<file path="src/rtl/rstate_pkg.sv">
`timescale 1ns/1ps
package rstate_pkg;
  localparam int unsigned MODE_W = 5;

  typedef enum logic [MODE_W-1:0] {
    MODE_USR = 5'b10000,
    MODE_FIQ = 5'b10001,
    MODE_IRQ = 5'b10010,
    MODE_SVC = 5'b10011,
    MODE_MON = 5'b10110,
    MODE_ABT = 5'b10111,
    MODE_HYP = 5'b11010,
    MODE_UND = 5'b11011,
    MODE_SYS = 5'b11111
  } mode_e;

  typedef enum logic [1:0] {ACT_STORE, ACT_NOP, ACT_UNDEF, ACT_TRAP} act_e;

  typedef struct packed {
    logic              inc;
    logic              higher;
    logic              wback;
    logic [MODE_W-1:0] tmode;
    act_e              act;
  } op_t;

  function automatic logic mode_known(logic [MODE_W-1:0] m);
    case (m)
      MODE_USR, MODE_FIQ, MODE_IRQ, MODE_SVC, MODE_MON,
      MODE_ABT, MODE_HYP, MODE_UND, MODE_SYS: return 1'b1;
      default: return 1'b0;
    endcase
  endfunction
endpackage

</file>
<file path="src/rtl/rstate_decode.sv">
`timescale 1ns/1ps
module rstate_decode
  import rstate_pkg::*;
(
  input  logic [31:0]       instr_i,
  input  logic              fmt_compact_i,
  input  logic [MODE_W-1:0] cur_mode_i,
  input  logic              hyp_level_i,
  input  logic              secure_i,
  input  logic              has_mon_level_i,
  input  logic              mon_is_64_i,
  input  logic              bad_as_nop_i,
  output op_t               op_o
);
  logic enc_ok, p_bit, u_bit;
  act_e illegal_act;
  logic unused_instr;

  assign unused_instr = ^instr_i[19:5];
  assign illegal_act  = bad_as_nop_i ? ACT_NOP : ACT_UNDEF;

  always_comb begin
    enc_ok = 1'b0;
    p_bit  = 1'b0;
    u_bit  = 1'b0;
    if (!fmt_compact_i) begin
      enc_ok = (instr_i[31:25] == 7'b1111100) && instr_i[22] && !instr_i[20];
      p_bit  = instr_i[24];
      u_bit  = instr_i[23];
    end else if (instr_i[31:22] == 10'b1110100000) begin
      enc_ok = !instr_i[20];
      p_bit  = 1'b1;
      u_bit  = 1'b0;
    end else if (instr_i[31:22] == 10'b1110100110) begin
      enc_ok = !instr_i[20];
      p_bit  = 1'b0;
      u_bit  = 1'b1;
    end
  end

  always_comb begin
    op_o.inc    = u_bit;
    op_o.higher = (p_bit == u_bit);
    op_o.wback  = instr_i[21];
    op_o.tmode  = instr_i[MODE_W-1:0];
    // priority chain: hypervisor level, encoding, then legality order
    if (hyp_level_i || !enc_ok)
      op_o.act = ACT_UNDEF;
    else if (cur_mode_i == MODE_USR || cur_mode_i == MODE_SYS)
      op_o.act = illegal_act;
    else if (op_o.tmode == MODE_HYP)
      op_o.act = illegal_act;
    else if (op_o.tmode == MODE_MON) begin
      if (!has_mon_level_i || !secure_i) op_o.act = illegal_act;
      else if (mon_is_64_i)              op_o.act = ACT_TRAP;
      else                               op_o.act = ACT_STORE;
    end else if (!mode_known(op_o.tmode))
      op_o.act = illegal_act;
    else
      op_o.act = ACT_STORE;
  end
endmodule

</file>
<file path="src/rtl/rstate_addr.sv">
`timescale 1ns/1ps
module rstate_addr #(
  parameter int unsigned XLEN = 32
) (
  input  logic [XLEN-1:0] base_i,
  input  logic            inc_i,
  input  logic            higher_i,
  output logic [XLEN-1:0] first_o,
  output logic [XLEN-1:0] second_o,
  output logic [XLEN-1:0] next_sp_o
);
  localparam int unsigned     WORD_B = XLEN / 8;
  localparam logic [XLEN-1:0] WORD   = XLEN'(WORD_B);
  localparam logic [XLEN-1:0] PAIR   = XLEN'(2 * WORD_B);

  logic [XLEN-1:0] low;

  assign low       = inc_i ? base_i : base_i - PAIR;
  assign first_o   = higher_i ? low + WORD : low;
  assign second_o  = first_o + WORD;
  assign next_sp_o = inc_i ? base_i + PAIR : base_i - PAIR;
endmodule

</file>
<file path="src/rtl/rstate_store.sv">
`timescale 1ns/1ps
module rstate_store
  import rstate_pkg::*;
#(
  parameter int unsigned XLEN = 32
) (
  input  logic              clk_i,
  input  logic              rst_ni,
  input  logic              instr_valid_i,
  input  logic [31:0]       instr_i,
  input  logic              fmt_compact_i,
  input  logic [MODE_W-1:0] cur_mode_i,
  input  logic              hyp_level_i,
  input  logic              secure_i,
  input  logic              has_mon_level_i,
  input  logic              mon_is_64_i,
  input  logic              bad_as_nop_i,
  input  logic [XLEN-1:0]   ret_addr_i,
  input  logic [XLEN-1:0]   saved_status_i,
  output logic [MODE_W-1:0] bsp_mode_o,
  input  logic [XLEN-1:0]   bsp_rdata_i,
  output logic              bsp_we_o,
  output logic [XLEN-1:0]   bsp_wdata_o,
  output logic              mem_req_o,
  output logic [XLEN-1:0]   mem_addr_o,
  output logic [XLEN-1:0]   mem_wdata_o,
  input  logic              mem_gnt_i,
  output logic              busy_o,
  output logic              done_o,
  output logic              undef_o,
  output logic              trap_o
);
  typedef enum logic [1:0] {S_IDLE, S_LO, S_HI, S_FIN} state_e;

  state_e          state_q;
  op_t             op_d, op_q;
  logic [XLEN-1:0] first_d, second_d, nsp_d;
  logic [XLEN-1:0] first_q, second_q, nsp_q, ret_q, stat_q;
  logic            accept;

  rstate_decode u_decode (
    .instr_i         (instr_i),
    .fmt_compact_i   (fmt_compact_i),
    .cur_mode_i      (cur_mode_i),
    .hyp_level_i     (hyp_level_i),
    .secure_i        (secure_i),
    .has_mon_level_i (has_mon_level_i),
    .mon_is_64_i     (mon_is_64_i),
    .bad_as_nop_i    (bad_as_nop_i),
    .op_o            (op_d)
  );

  rstate_addr #(.XLEN(XLEN)) u_addr (
    .base_i    (bsp_rdata_i),
    .inc_i     (op_d.inc),
    .higher_i  (op_d.higher),
    .first_o   (first_d),
    .second_o  (second_d),
    .next_sp_o (nsp_d)
  );

  assign accept = instr_valid_i && (state_q == S_IDLE);

  always_ff @(posedge clk_i or negedge rst_ni) begin
    if (!rst_ni) begin
      state_q  <= S_IDLE;
      op_q     <= '0;
      first_q  <= '0;
      second_q <= '0;
      nsp_q    <= '0;
      ret_q    <= '0;
      stat_q   <= '0;
    end else begin
      case (state_q)
        S_IDLE: if (accept) begin
          op_q     <= op_d;
          first_q  <= first_d;
          second_q <= second_d;
          nsp_q    <= nsp_d;
          ret_q    <= ret_addr_i;
          stat_q   <= saved_status_i;
          state_q  <= (op_d.act == ACT_STORE) ? S_LO : S_FIN;
        end
        S_LO:    if (mem_gnt_i) state_q <= S_HI;
        S_HI:    if (mem_gnt_i) state_q <= S_FIN;
        default: state_q <= S_IDLE;
      endcase
    end
  end

  // pointer read address follows the offered word while idle
  assign bsp_mode_o  = (state_q == S_IDLE) ? op_d.tmode : op_q.tmode;
  assign mem_req_o   = (state_q == S_LO) || (state_q == S_HI);
  assign mem_addr_o  = (state_q == S_HI) ? second_q : first_q;
  assign mem_wdata_o = (state_q == S_HI) ? stat_q : ret_q;
  assign busy_o      = (state_q != S_IDLE);
  assign done_o      = (state_q == S_FIN);
  assign undef_o     = done_o && (op_q.act == ACT_UNDEF);
  assign trap_o      = done_o && (op_q.act == ACT_TRAP);
  assign bsp_we_o    = done_o && (op_q.act == ACT_STORE) && op_q.wback;
  assign bsp_wdata_o = nsp_q;
endmodule

</file>
<file path="config.mk">
export PLATFORM = sky130hd
export DESIGN_NAME = rstate_store
export DESIGN_NICKNAME = d
export VERILOG_FILES = /design/src/rtl/rstate_pkg.sv /design/src/rtl/rstate_decode.sv /design/src/rtl/rstate_addr.sv /design/src/rtl/rstate_store.sv
export SDC_FILE = /design/constraint.sdc
export NUM_CORES = 1
export LEC_CHECK = 0
export ABC_AREA = 1
export CAP_MARGIN = 5
export CELL_PAD_IN_SITES_DETAIL_PLACEMENT = 1
export CELL_PAD_IN_SITES_GLOBAL_PLACEMENT = 2
export CORE_MARGIN = 2
export CORE_UTILIZATION = 28
export CTS_CLUSTER_DIAMETER = 200
export DETAILED_ROUTE_END_ITERATION = 12
export HOLD_SLACK_MARGIN = 0.06
export PLACE_DENSITY_LB_ADDON = 0.1
export REMOVE_ABC_BUFFERS = 1
export SLEW_MARGIN = 5
export SYNTH_ARGS = -nofsm -noshare
export SYNTH_HDL_FRONTEND = slang
export SYNTH_SLANG_ARGS = --single-unit
</file>
<file path="constraint.sdc">
create_clock -name clk_i -period 2.1 [get_ports clk_i]
set_input_delay 0.315 -clock clk_i [delete_from_list [all_inputs] [get_ports clk_i]]
set_output_delay 0.315 -clock clk_i [all_outputs]
set_load 0.05 [all_outputs]
</file>
== Word-level counts from Yosys, hierarchy flattened ==
Memories as Yosys holds them, arrays and structs flattened.
Cells that the tools add are included.

* Add/subtract/negate cells: 4
* Multipliers: 0
* Div/mod/pow operators: 0
* $lt $le $gt $ge: 0
* Eq/ne operators: 16
* Shift-type cells: 0
* Mux-type cells: 31
* Bitwise operators: 0
* Reduce and logical (&&, ||, !) cells: 21

{| class="wikitable"
|+ Operator list
! cell !! number
|-
| $mux W32 || 5
|-
| $add A32 B3 Y32 const B || 2
|-
| $add A32 B4 Y32 const B || 1
|-
| $sub A32 B4 Y32 const B || 1
|-
| $mux W2 || 12
|-
| $eq A10 B10 Y1 const B || 2
|-
| $eq A5 B5 Y1 const B || 4
|-
| $mux W1 || 12
|-
| $eq A2 B2 Y1 const B || 4
|-
| $eq A7 B7 Y1 const B || 1
|-
| $logic_and A1 B1 Y1 || 7
|-
| $logic_not A2 Y1 || 3
|-
| $ne A2 B2 Y1 const B || 3
|-
| $pmux W2 S3 || 1
|-
| $mux W5 || 1
|-
| $logic_not A1 Y1 || 4
|-
| $logic_or A1 B1 Y1 || 4
|-
| $reduce_and A3 Y1 || 1
|-
| $eq A2 B1 Y1 const B || 1
|-
| $reduce_and A2 Y1 || 1
|-
| $reduce_bool A2 Y1 || 1
|-
| $eq A1 B1 Y1 || 1
|}

* Bits in registers: 170
* Bits in latches: 0
* Bits in writable memories: 0
* Memory bits (read-only): 32
* Input port bits: 143
* Output and inout port bits: 107
* Logic and storage cells: 82
* Memories kept: 1

{| class="wikitable"
|+ Memories
! memory !! depth !! bits a word !! read ports !! clocked after Yosys merged registers in !! wr ports !! line !! text
|-
| (no name shown) || 32 || 1 || 1 || 0 || 0 || rstate_pkg.sv:28 || <nowiki>case (m)</nowiki>
|}

== Longest topological paths before layout ==
Gate-level depths: netlist of the first run.

* Word-level depth: 16
* Mapped depth: 28
* Gate-level depth less buffers: 25

== By module ==
Synthesis of the first run repeated with hierarchy kept, for this count alone.

* Cell total of the unflattened synthesis: 1,496
* Area total of the unflattened synthesis: 12,360.6 um2

{| class="wikitable"
|+ Modules (own cells, without submodules)
! module !! times used !! cells an instance !! area each (um2) !! seq. area each (um2)
|-
| rstate_store || 1 || 622 || 8,022.7 || 4,254.1
|-
| rstate_addr || 1 || 786 || 3,927.5 || 0.0
|-
| rstate_decode || 1 || 88 || 410.4 || 0.0
|}

== Worst setup path before layout of the first run ==
Ideal clock, no wire load.

* Path type: input port to flip-flop
* Start: input port instr_i[26]
* End: register second_q[30]
* Setup time: 0.125 ns
* Arrival: 3.249 ns
* Data required time: 1.975 ns
* Path slack: -1.274 ns
* Cell stages on the path: 26
* Buffers on the path: 3
* Cell sequence: inv_1 -> nand2_1 -> nor2_1 -> nand3_1 -> nor2_2 -> nor2_4 -> buf_6 -> buf_6 -> clkbuf_1 -> ha_1 -> inv_1 -> ha_1 -> nand2_2 -> o21ai_2 -> ha_1 -> nand2_1 -> nor2_1 -> nand3_2 -> nor2_2 -> nand2_1 -> nor2_4 -> nand2_2 -> nor2_2 -> nand2_1 -> nand3_1 -> nand3_1

* Word-level cells in the longest chain between the ends: 8
* Elaborated cells between the ends (all ways): 12
* Those cells by class: add/sub (2); eq/ne (3); mux (7)

{| class="wikitable"
|+ Ends and longest elaborated chain
! what !! line !! text
|-
| start: declaration || rstate_store.sv:10 || <nowiki>input logic [31:0] instr_i,</nowiki>
|-
| $eq A10 B10 Y1 || rstate_decode.sv:34 || <nowiki>end else if (instr_i[31:22] == 10'b1110100110) begin</nowiki>
|-
| $mux W1 || rstate_decode.sv:34 ||
|-
| $mux W1 || rstate_decode.sv:30 || <nowiki>end else if (instr_i[31:22] == 10'b1110100000) begin</nowiki>
|-
| $mux W1 || rstate_decode.sv:26 || <nowiki>if (!fmt_compact_i) begin</nowiki>
|-
| $mux W32 || rstate_addr.sv:18 || <nowiki>assign low = inc_i ? base_i : base_i - PAIR;</nowiki>
|-
| $add A32 B3 Y32 || rstate_addr.sv:19 || <nowiki>assign first_o = higher_i ? low + WORD : low;</nowiki>
|-
| $mux W32 (*) || rstate_addr.sv:19 ||
|-
| named net first_d[3] || rstate_store.sv:37 || <nowiki>logic [XLEN-1:0] first_d, second_d, nsp_d;</nowiki>
|-
| $add A32 B3 Y32 (*) || rstate_addr.sv:20 || <nowiki>assign second_o = first_o + WORD;</nowiki>
|-
| end signal: assignment || rstate_store.sv:78 || <nowiki>second_q <= second_d;</nowiki>
|-
| end: declaration || rstate_store.sv:38 || <nowiki>logic [XLEN-1:0] first_q, second_q, nsp_q, ret_q, stat_q;</nowiki>
|}

The timed path passes the listed nets; every way through them passes the cells marked *.
A chain may end at the register's enable or synchronous reset.

== Final worst setup path of the first run ==
* Start: input port fmt_compact_i
* End: register second_q[24]

* Word-level cells in the longest chain between the ends: 5
* Elaborated cells between the ends (all ways): 7
* Those cells by class: add/sub (2); eq/ne (1); mux (4)

{| class="wikitable"
|+ Ends and longest elaborated chain
! what !! line !! text
|-
| start: declaration || rstate_store.sv:11 || <nowiki>input logic fmt_compact_i,</nowiki>
|-
| $mux W1 || rstate_decode.sv:26 ||
|-
| $mux W32 || rstate_addr.sv:18 ||
|-
| $add A32 B3 Y32 || rstate_addr.sv:19 ||
|-
| $mux W32 (*) || rstate_addr.sv:19 ||
|-
| named net first_d[3] || rstate_store.sv:37 ||
|-
| $add A32 B3 Y32 (*) || rstate_addr.sv:20 ||
|}

Marks and branches as above.

==> summary.md, run 1 <==
| Metric | Value |
|---|---|
| Bufs and invs on worst path | `4` |
| H-tree Lvls | `4` |
| Synth cell count leaders | `nand2_1 (703), dfrtp_1 (166), inv_1 (142)` |
| Sink Count | `roughly 170` |
| Kind of cell adding the most delay to the critical path | `simple AND/OR/NAND/NOR gates` |
| Seq cells post-synth | `approximately 170` |
| Share of layout cells above drive strength 1 | `between 40% and 50%` |
| Final hold vios | `0` |
| Worst path slowest cell | `ha_4` |
| Final setup fails | `~110` |
| Number of synthesized flops with an enable pin | `0` |
| Yosys top cell area share | `a little over a third` |
| Hold path startpoint | `bsp_rdata_i[9]` |
| Clock skew | `0.0145 ns` |
| Worst path required time | `roughly 2.4 ns` |
| Starting Density | `28.5%` |
| Tmin final | `2.78 ns` |
| Share of flip-flops with an asynchronous set or reset | `between 90% and 100%` |
| Number of global-route vias before repair | `roughly 15,000` |
| Core area | `slightly above 40,000 um2` |
| Drt via density | `roughly 4.7` |
| YS warnings | `0` |
| Total number of vias | `13,900` |
| WP depth | `20` |
| R2R cell count | `10` |
| All-Layer GR Usage | `a little under a quarter` |
| Row cnt | `between 70 and 80` |
| Max-cap check violation count | `0` |
| R2R Path Start | `state_q[0]` |
| CP arrival | `3.11 ns` |
| Fmax | `around 360 MHz` |
| Worst Setup End Kind | `flip-flop` |
| IO Pins | `250` |
| DIE AREA | `43,300 um2` |
| Initial antenna violation count | `0` |
| PD cells | `approximately 1300 nW/um2` |
| Die height | `between 200 and 250 um` |
| I/O Buffers | `about 230` |
| CTS clock-pin slew for the worst setup and hold paths | `roughly 0.070 ns` |
| Worst VDD drop | `between 0.6 and 0.7 mV` |
| Unrepaired setup endpoints after global routing | `true` |
| Final wirelength | `52,900 um` |
| Period utilization | `132%` |
| Leakage Power | `between 10 and 15 nW` |
| Top_reg_cell synth | `dfrtp_1` |
| # diodes | `0` |
| Hold EP | `bsp_wdata_o[9]` |
| Slew margin rel. | `approximately three fifths` |
| Util after Layout | `54.0%` |
| Detailed Route Iter0 Violations | `513` |
| Post-synth top area cell | `dfrtp_1` |
| CP max stage delay | `between 0.2 and 0.3 ns` |
| Final net count | `2,550` |
| GP Congestion | `0.851` |
| Min-delay worst type | `in2reg` |
| CP max FO | `3` |
| Top cells by area, synth | `dfrtp_1 (36%), nand2_1 (23%), inv_1 (4.6%)` |
| CTS tree | `yes` |
| Worst hold path depth | `5` |
| Tot Pwr | `approximately 0.029 W` |
| Synthesized area | `~12,000 um2` |
| Run status | `finished, violations left` |
| Root Driver | `clkbuf_16` |
| Wirelength per Cell | `roughly 18 um` |
| Antenna-violating nets left | `0` |
| Setup TNS | `-21.91 ns` |
| Total grt overflow | `0` |
| R2R Setup Slk | `between 0.1 and 0.15 ns` |
| Final WS setup | `-0.682 ns` |
| Violated checks | `setup timing` |
| TritonRoute pass-1 iters | `6` |
| Cell with the most instances after synthesis | `nand2_1` |
| DPL Wire Length | `about 35,000 um` |
| Syn avg cell area | `6.69 um2` |
| Sequential cell area fraction in the yosys report | `roughly 36%` |
| CP Launch Type | `input port` |
| Filler Cells Inserted | `just under 5,000` |
| Slew Limit Fails | `0` |
| Global-route wire length before repair | `82,600 um` |
| Clk Latency, worst-skew pair | `around 0.47 ns` |
| Die W | `between 200 and 250 um` |
| Cell Chain, Critical Path | `dlygate4sd2_1, inv_2, nand2_2, inv_1, nor2_4, ha_4, inv_4, ha_4, nand2_2, o21ai_2, ha_2, nand2_2, nor2_4, nand3_4, nor2_4, nand2_2, nor2_4, nand4_1, o21bai_1, nand3_1` |
| Critical path origin | `fmt_compact_i` |
| Clock buffer depth | `2` |
| Critical R2R Capture | `bsp_wdata_o[12]` |
| Largest net degree at the start of global routing | `98` |
| Netlist cell types | `52` |
| Synthesized netlist cell count | `about 1,700` |
| Drt drc | `0` |
| TritonCTS buffer count | `17` |
| CP Class | `in2reg` |
| Synth-to-layout area growth | `89.5%` |
| Worst Tran Pin Value | `0.587 ns` |
## final cells by class
class                   instances  area (um2)  share of cell area, %
inverters                     162         653                   2.96
multi-input cells            1337        8790                   39.8
clock inverters                12         141                  0.640
clock buffers                  19         453                   2.05
repair buffers                712        7210                   32.7
flip-flops and latches        166        4150                   18.8
repair inverters                1        7.51                 0.0340
well taps                     532         666                   3.01
## logic make-up (layout without fill, tap and decap cells)
family	Yosys count	after routing	share of synthesized area, %
adders and majority gates	10	10	1.07
and+or+nand+nor	1133	1133	44.1
AOI/OAI and AO/OA	171	171	8.90
buffers and inverters	238	906	8.52
DFF	166	166	35.7
xor gates and xnor gates	23	23	1.79
## worst min-delay path: stages
cell and delay [ns]:
buf_6 0.11, buf_4 0.12, xor2_1 0.06, nand2_1 0.06, a31oi_1 0.07
## where the power goes
part	switching, W	internal, W
logic	0.0113	0.00822
registers	0.00107	0.00471
clock network	0.00155	0.00184
total	0.0139	0.0148
## registers in the layout (all words and copies together) (netlist names)
name         flops
bsp_wdata_o     30
state_q          2
first_q         32
op_q             8
ret_q           32
second_q        30
stat_q          32
## what timing repair did
| action | in CTS | in global routing |
|---|---|---|
| endpoints found under the hold margin | 41 | 0 |
| gates resized for setup | 664 | 300 |
| pin swaps | 184 | 147 |
| gates cloned | 12 | 1 |
| hold buffers | 1 | 0 |
| setup endpoints to repair | 142 | 136 |
| setup buffers | 113 | 50 |
## routing by layer
layer | share of wire [%] | GRT usage [%] | vias to the layer above
met1 | 43 | 29.8 | 6846
li1 | - | - | 6824
met2 | 52 | 43.0 | 220
met4 | 1.7 | 6.29 | 0
met3 | 2.5 | 3.38 | 43
met5 | 0 | 0 | -
## how the worst max path moves through the flow
stage                        end
floorplan           second_q[28]
global placement    second_q[26]
detailed placement  second_q[25]
CTS                 second_q[30]
global route        second_q[24]
finish              second_q[24]
## layout by cell type (no fill, tap or decap), types with 6 or more instances in the layout
cell type / n
clkdlybuf4s50_1: 126
buf_8: 46
o21ai_2: 16
nand3b_1: 9
buf_12: 61
nor2_4: 81
nand3_4: 12
buf_16: 7
clkbuf_16: 18
inv_2: 29
buf_4: 376
nand4_1: 35
o21a_1: 7
o21ai_0: 39
o21ai_4: 25
ha_4: 6
o21bai_1: 7
xor2_1: 16
nand2_2: 129
nand2_4: 119
nor2_2: 43
nand3_2: 22
nor3_1: 13
inv_4: 11
a31oi_1: 24
nor2_1: 73
nand3_1: 74
buf_6: 73
o21ai_1: 8
inv_1: 117
a21oi_1: 9
dfrtp_1: 166
o211ai_1: 12
nand2_1: 505
## metrics by stage
step	hold slack, ns	worst slack, ns	instance area (um2)	std cells
3_3_place_gp	0.331	-1.48	17100	2763
3_5_place_dp	0.334	-1.60	17100	2763
5_1_grt	0.315	-0.861	22100	2941
4_1_cts	0.310	-0.564	20900	2917
2_1_floorplan	0.0194	-4.89	11300	1665
6_report	0.302	-0.682	22100	2941
(Power assumes the default switching activity.)
==> run 2: changes to the inputs <==
Settings changed: PLACE_DENSITY set to 0.87, PLACE_DENSITY_LB_ADDON 0.1 to unset.
==> run 2 against run 1 <==
  * The run still ends with setup timing left
  * Register-to-register slack lost 0.09 ns
  * Final area up 1.1%
  * Sequential share of layout area is 0.20 points lower
  * Setup slack lost 0.43 ns
  * Clock power down 6.5%
  * Critical path type unchanged
  * Largest cell class unchanged
  * Largest power group unchanged
==> summary.md, run 2 (synthesis gave the netlist of run 1 again) <==
| Metric | Value |
|---|---|
| Global-route wire length before repair | `80,600 um (-2.5%)` |
| CP Launch Type | `input port` |
| CP max FO | `6 (+3)` |
| Share of layout cells above drive strength 1 | `49.1% (+1.7 points)` |
| Critical R2R Capture | `second_q[22]` |
| Core area | `40,900 um2 (unchanged)` |
| Final net count | `2,541 (-0.35%)` |
| Violated checks | `setup timing` |
| CP Class | `in2reg` |
| Fmax | `311 MHz (-13%)` |
| R2R cell count | `9 (-1)` |
| Unrepaired setup endpoints after global routing | `true` |
| Max-cap check violation count | `0 (unchanged)` |
| Wirelength per Cell | `21.5 um (+19%)` |
| R2R Path Start | `state_q[0]` |
| Period utilization | `153% (+20 points)` |
| Starting Density | `28.5% (unchanged)` |
| Leakage Power | `10.9 nW (+2.5%)` |
| Worst slack, placed | `-1.59 ns (+0.0114 ns)` |
| # diodes | `0 (unchanged)` |
| Sw Ratio | `50.0% (+1.5 points)` |
| Most common cell after layout, fill and taps aside | `nand2_1` |
| TritonRoute pass-1 iters | `5 (-1)` |
| Number of global-route vias before repair | `15,200 (+0.19%)` |
| Largest net degree at the start of global routing | `74 (-24%)` |
| Drt via density | `5.09 (+7.5%)` |
| Total grt overflow | `0 (unchanged)` |
| Most frequent cells in the layout | `nand2_1 (464), buf_4 (356), dfrtp_1 (166)` |
| Antenna-violating nets left | `0 (unchanged)` |
| Clock network fraction of total power | `10.8% (-1.0 points)` |
| Clk Latency, worst-skew pair | `0.45 ns (-0.02 ns)` |
| CP arrival | `3.52 ns (+0.41 ns)` |
| Worst hold path depth | `5 (unchanged)` |
| Final hold vios | `0 (unchanged)` |
| Min-delay worst type | `in2reg` |
| Slew margin rel. | `62.9% (+2.0 points)` |
| Tmin final | `3.21 ns (+0.430 ns)` |
| P_sw | `0.0146 W (+4.9%)` |
| Die W | `208 um (unchanged)` |
| Synth-to-layout area growth | `91.5%` |
| Bufs and invs on worst path | `4 (unchanged)` |
| DIE AREA | `43,300 um2 (unchanged)` |
| Combinational power share | `68.8% (+0.8 points)` |
| Worst VDD drop | `0.701 mV (+9.0%)` |
| Worst Setup End Kind | `flip-flop` |
| Final wirelength | `62,900 um (+19%)` |
| Final WS setup | `-1.11 ns (-0.430 ns)` |
| Worst Tran Pin Value | `0.555 ns (-0.0320 ns)` |
| CP max stage delay | `0.22 ns (-0.06 ns)` |
| Worst path slowest cell | `o21bai_1` |
| IO Pins | `250 (unchanged)` |
| Final setup fails | `125 (+11%)` |
| CTS tree | `yes` |
| Die height | `208 um (unchanged)` |
| Hold path startpoint | `bsp_rdata_i[9]` |
| Finished Layout Cells | `2,931 (-0.34%)` |
| Clock buffer depth | `2 (unchanged)` |
| Filler Cells Inserted | `4,747 (-2.2%)` |
| Cell Int Power | `0.0146 W (-1.1%)` |
| CTS clock-pin slew for the worst setup and hold paths | `0.08 ns (about the same)` |
| Sink Count | `166 (unchanged)` |
| Clock skew | `0.00981 ns (-0.00472 ns)` |
| CP dominant cell by count | `nor2_4` |
| GP Congestion | `0.906 (+6.4%)` |
| Cell Chain, Critical Path | `buf_2, buf_4, nor2_1, nand3_2, nor2_1, nor2_1, nor2_2, nand2_4, nand3_4, buf_6, nor2_4, buf_4, nand2_1, nand2_2, nor2_4, nand3_4, nor2_4, nand2_2, nor2_4, nand4_1, o21bai_1, nand3_1` |
| Slew Limit Fails | `0 (unchanged)` |
| DPL Wire Length | `35,300 um (+1.3%)` |
| Row cnt | `74 (unchanged)` |
| Kind of cell adding the most delay to the critical path | `simple AND/OR/NAND/NOR gates` |
| I/O Buffers | `234 (unchanged)` |
| Total number of vias | `14,900 (+7.2%)` |
| Detailed Route Iter0 Violations | `751 (+46%)` |
| All-Layer GR Usage | `23.1% (-0.83 points)` |
| Drt drc | `0 (unchanged)` |
| PD cells | `1310 nW/um2 (+0.71%)` |
| Sequential share of power | `20.4% (+0.2 points)` |
| Root Driver | `clkbuf_16` |
| Initial antenna violation count | `0 (unchanged)` |
| Regs by FF count | `first_q: 32 flops, ret_q: 32 flops, stat_q: 32 flops` |
| TritonCTS buffer count | `17 (unchanged)` |
| Hold EP | `bsp_wdata_o[9]` |
| H-tree Lvls | `4 (unchanged)` |
| R2R Setup Slk | `0.03 ns (-0.09 ns)` |
| Run status | `finished, violations left` |
| Worst path required time | `2.41 ns (-0.02 ns)` |
| Cells after DPL | `2,754 (-0.33%)` |
-- run 2: worst max path at each step --
stage / cells after the start / end / slack, ns / start
after floorplan: 7 / second_q[28] / -4.89 / state_q[0]
after detailed placement: 24 / second_q[30] / -1.59 / instr_i[23]
after CTS: 24 / second_q[30] / -0.57 / instr_i[28]
after global routing: 22 / second_q[24] / -1.18 / instr_i[24]
final: 22 / second_q[24] / -1.11 / instr_i[24]
after global placement: 23 / second_q[26] / -1.44 / instr_i[23]
-- run 2: metal layers --
metal  track usage [%]  share of wire [%]
met3              3.58                3.8
met2              41.0                 52
met5                 0                  0
met4              7.65                4.7
met1              28.3                 39
-- run 2: power by group through the flow --
stage                     logic [W]  registers [W]  clock network (W)
after CTS                    0.0153        0.00552            0.00317
after global routing         0.0210        0.00611            0.00333
after global placement       0.0143        0.00547                  0
after detailed placement     0.0145        0.00557                  0
final                        0.0201        0.00595            0.00316
after floorplan             0.00734        0.00648                  0
-- run 2: repair_timing --
action                     4_1_cts  5_1_grt
buffers inserted                79       79
setup endpoints to repair      141      132
hold endpoints to repair        37        0
hold buffers                     1        0
gates resized for setup        409      654
gates cloned                     1       15
pin swaps                      121      220
-- run 2: per-stage QoR --
stage	TNS [ns]	power [W]	util [%]	instance area [um2]	hold slack, ns
2_1_floorplan	-759.92	0.0138	-	11300	0.0194
3_3_place_gp	-75.08	0.0197	41.6	17000	0.301
3_5_place_dp	-81.24	0.0201	41.6	17000	0.304
4_1_cts	-18.30	0.0240	46.7	19100	0.388
5_1_grt	-46.38	0.0305	54.5	22300	0.357
6_report	-35.79	0.0292	54.5	22300	0.317
-- run 2: worst reg2reg max path: stages (launching register included) --
cell	delay, ns
dfrtp_1	0.42
inv_2	0.13
ha_4	0.19
buf_4	0.13
nand2_4	0.13
inv_6	0.32
buf_12	0.25
buf_4	0.20
nand3_1	0.11
o211ai_1	0.11
-- run 2: area by class of cell --
cell class | instances | area (um2) | area share [%]
Timing Repair inverter | 1 | 7.51 | 0.0336
Clock buffer | 21 | 450 | 2.02
Multi-Input combinational cell | 1337 | 9130 | 40.9
Tap cell | 532 | 666 | 2.98
Sequential cell | 166 | 4150 | 18.6
Timing Repair Buffer | 703 | 7150 | 32.1
Clock inverter | 9 | 96.3 | 0.432
Inverter | 162 | 659 | 2.96
==> run 3: changes to the inputs <==
Settings changed: ABC_CLOCK_PERIOD_IN_PS set to 2100.
==> results of run 3 <==
Final layout, timing and power as in run 2 (identical DEF).
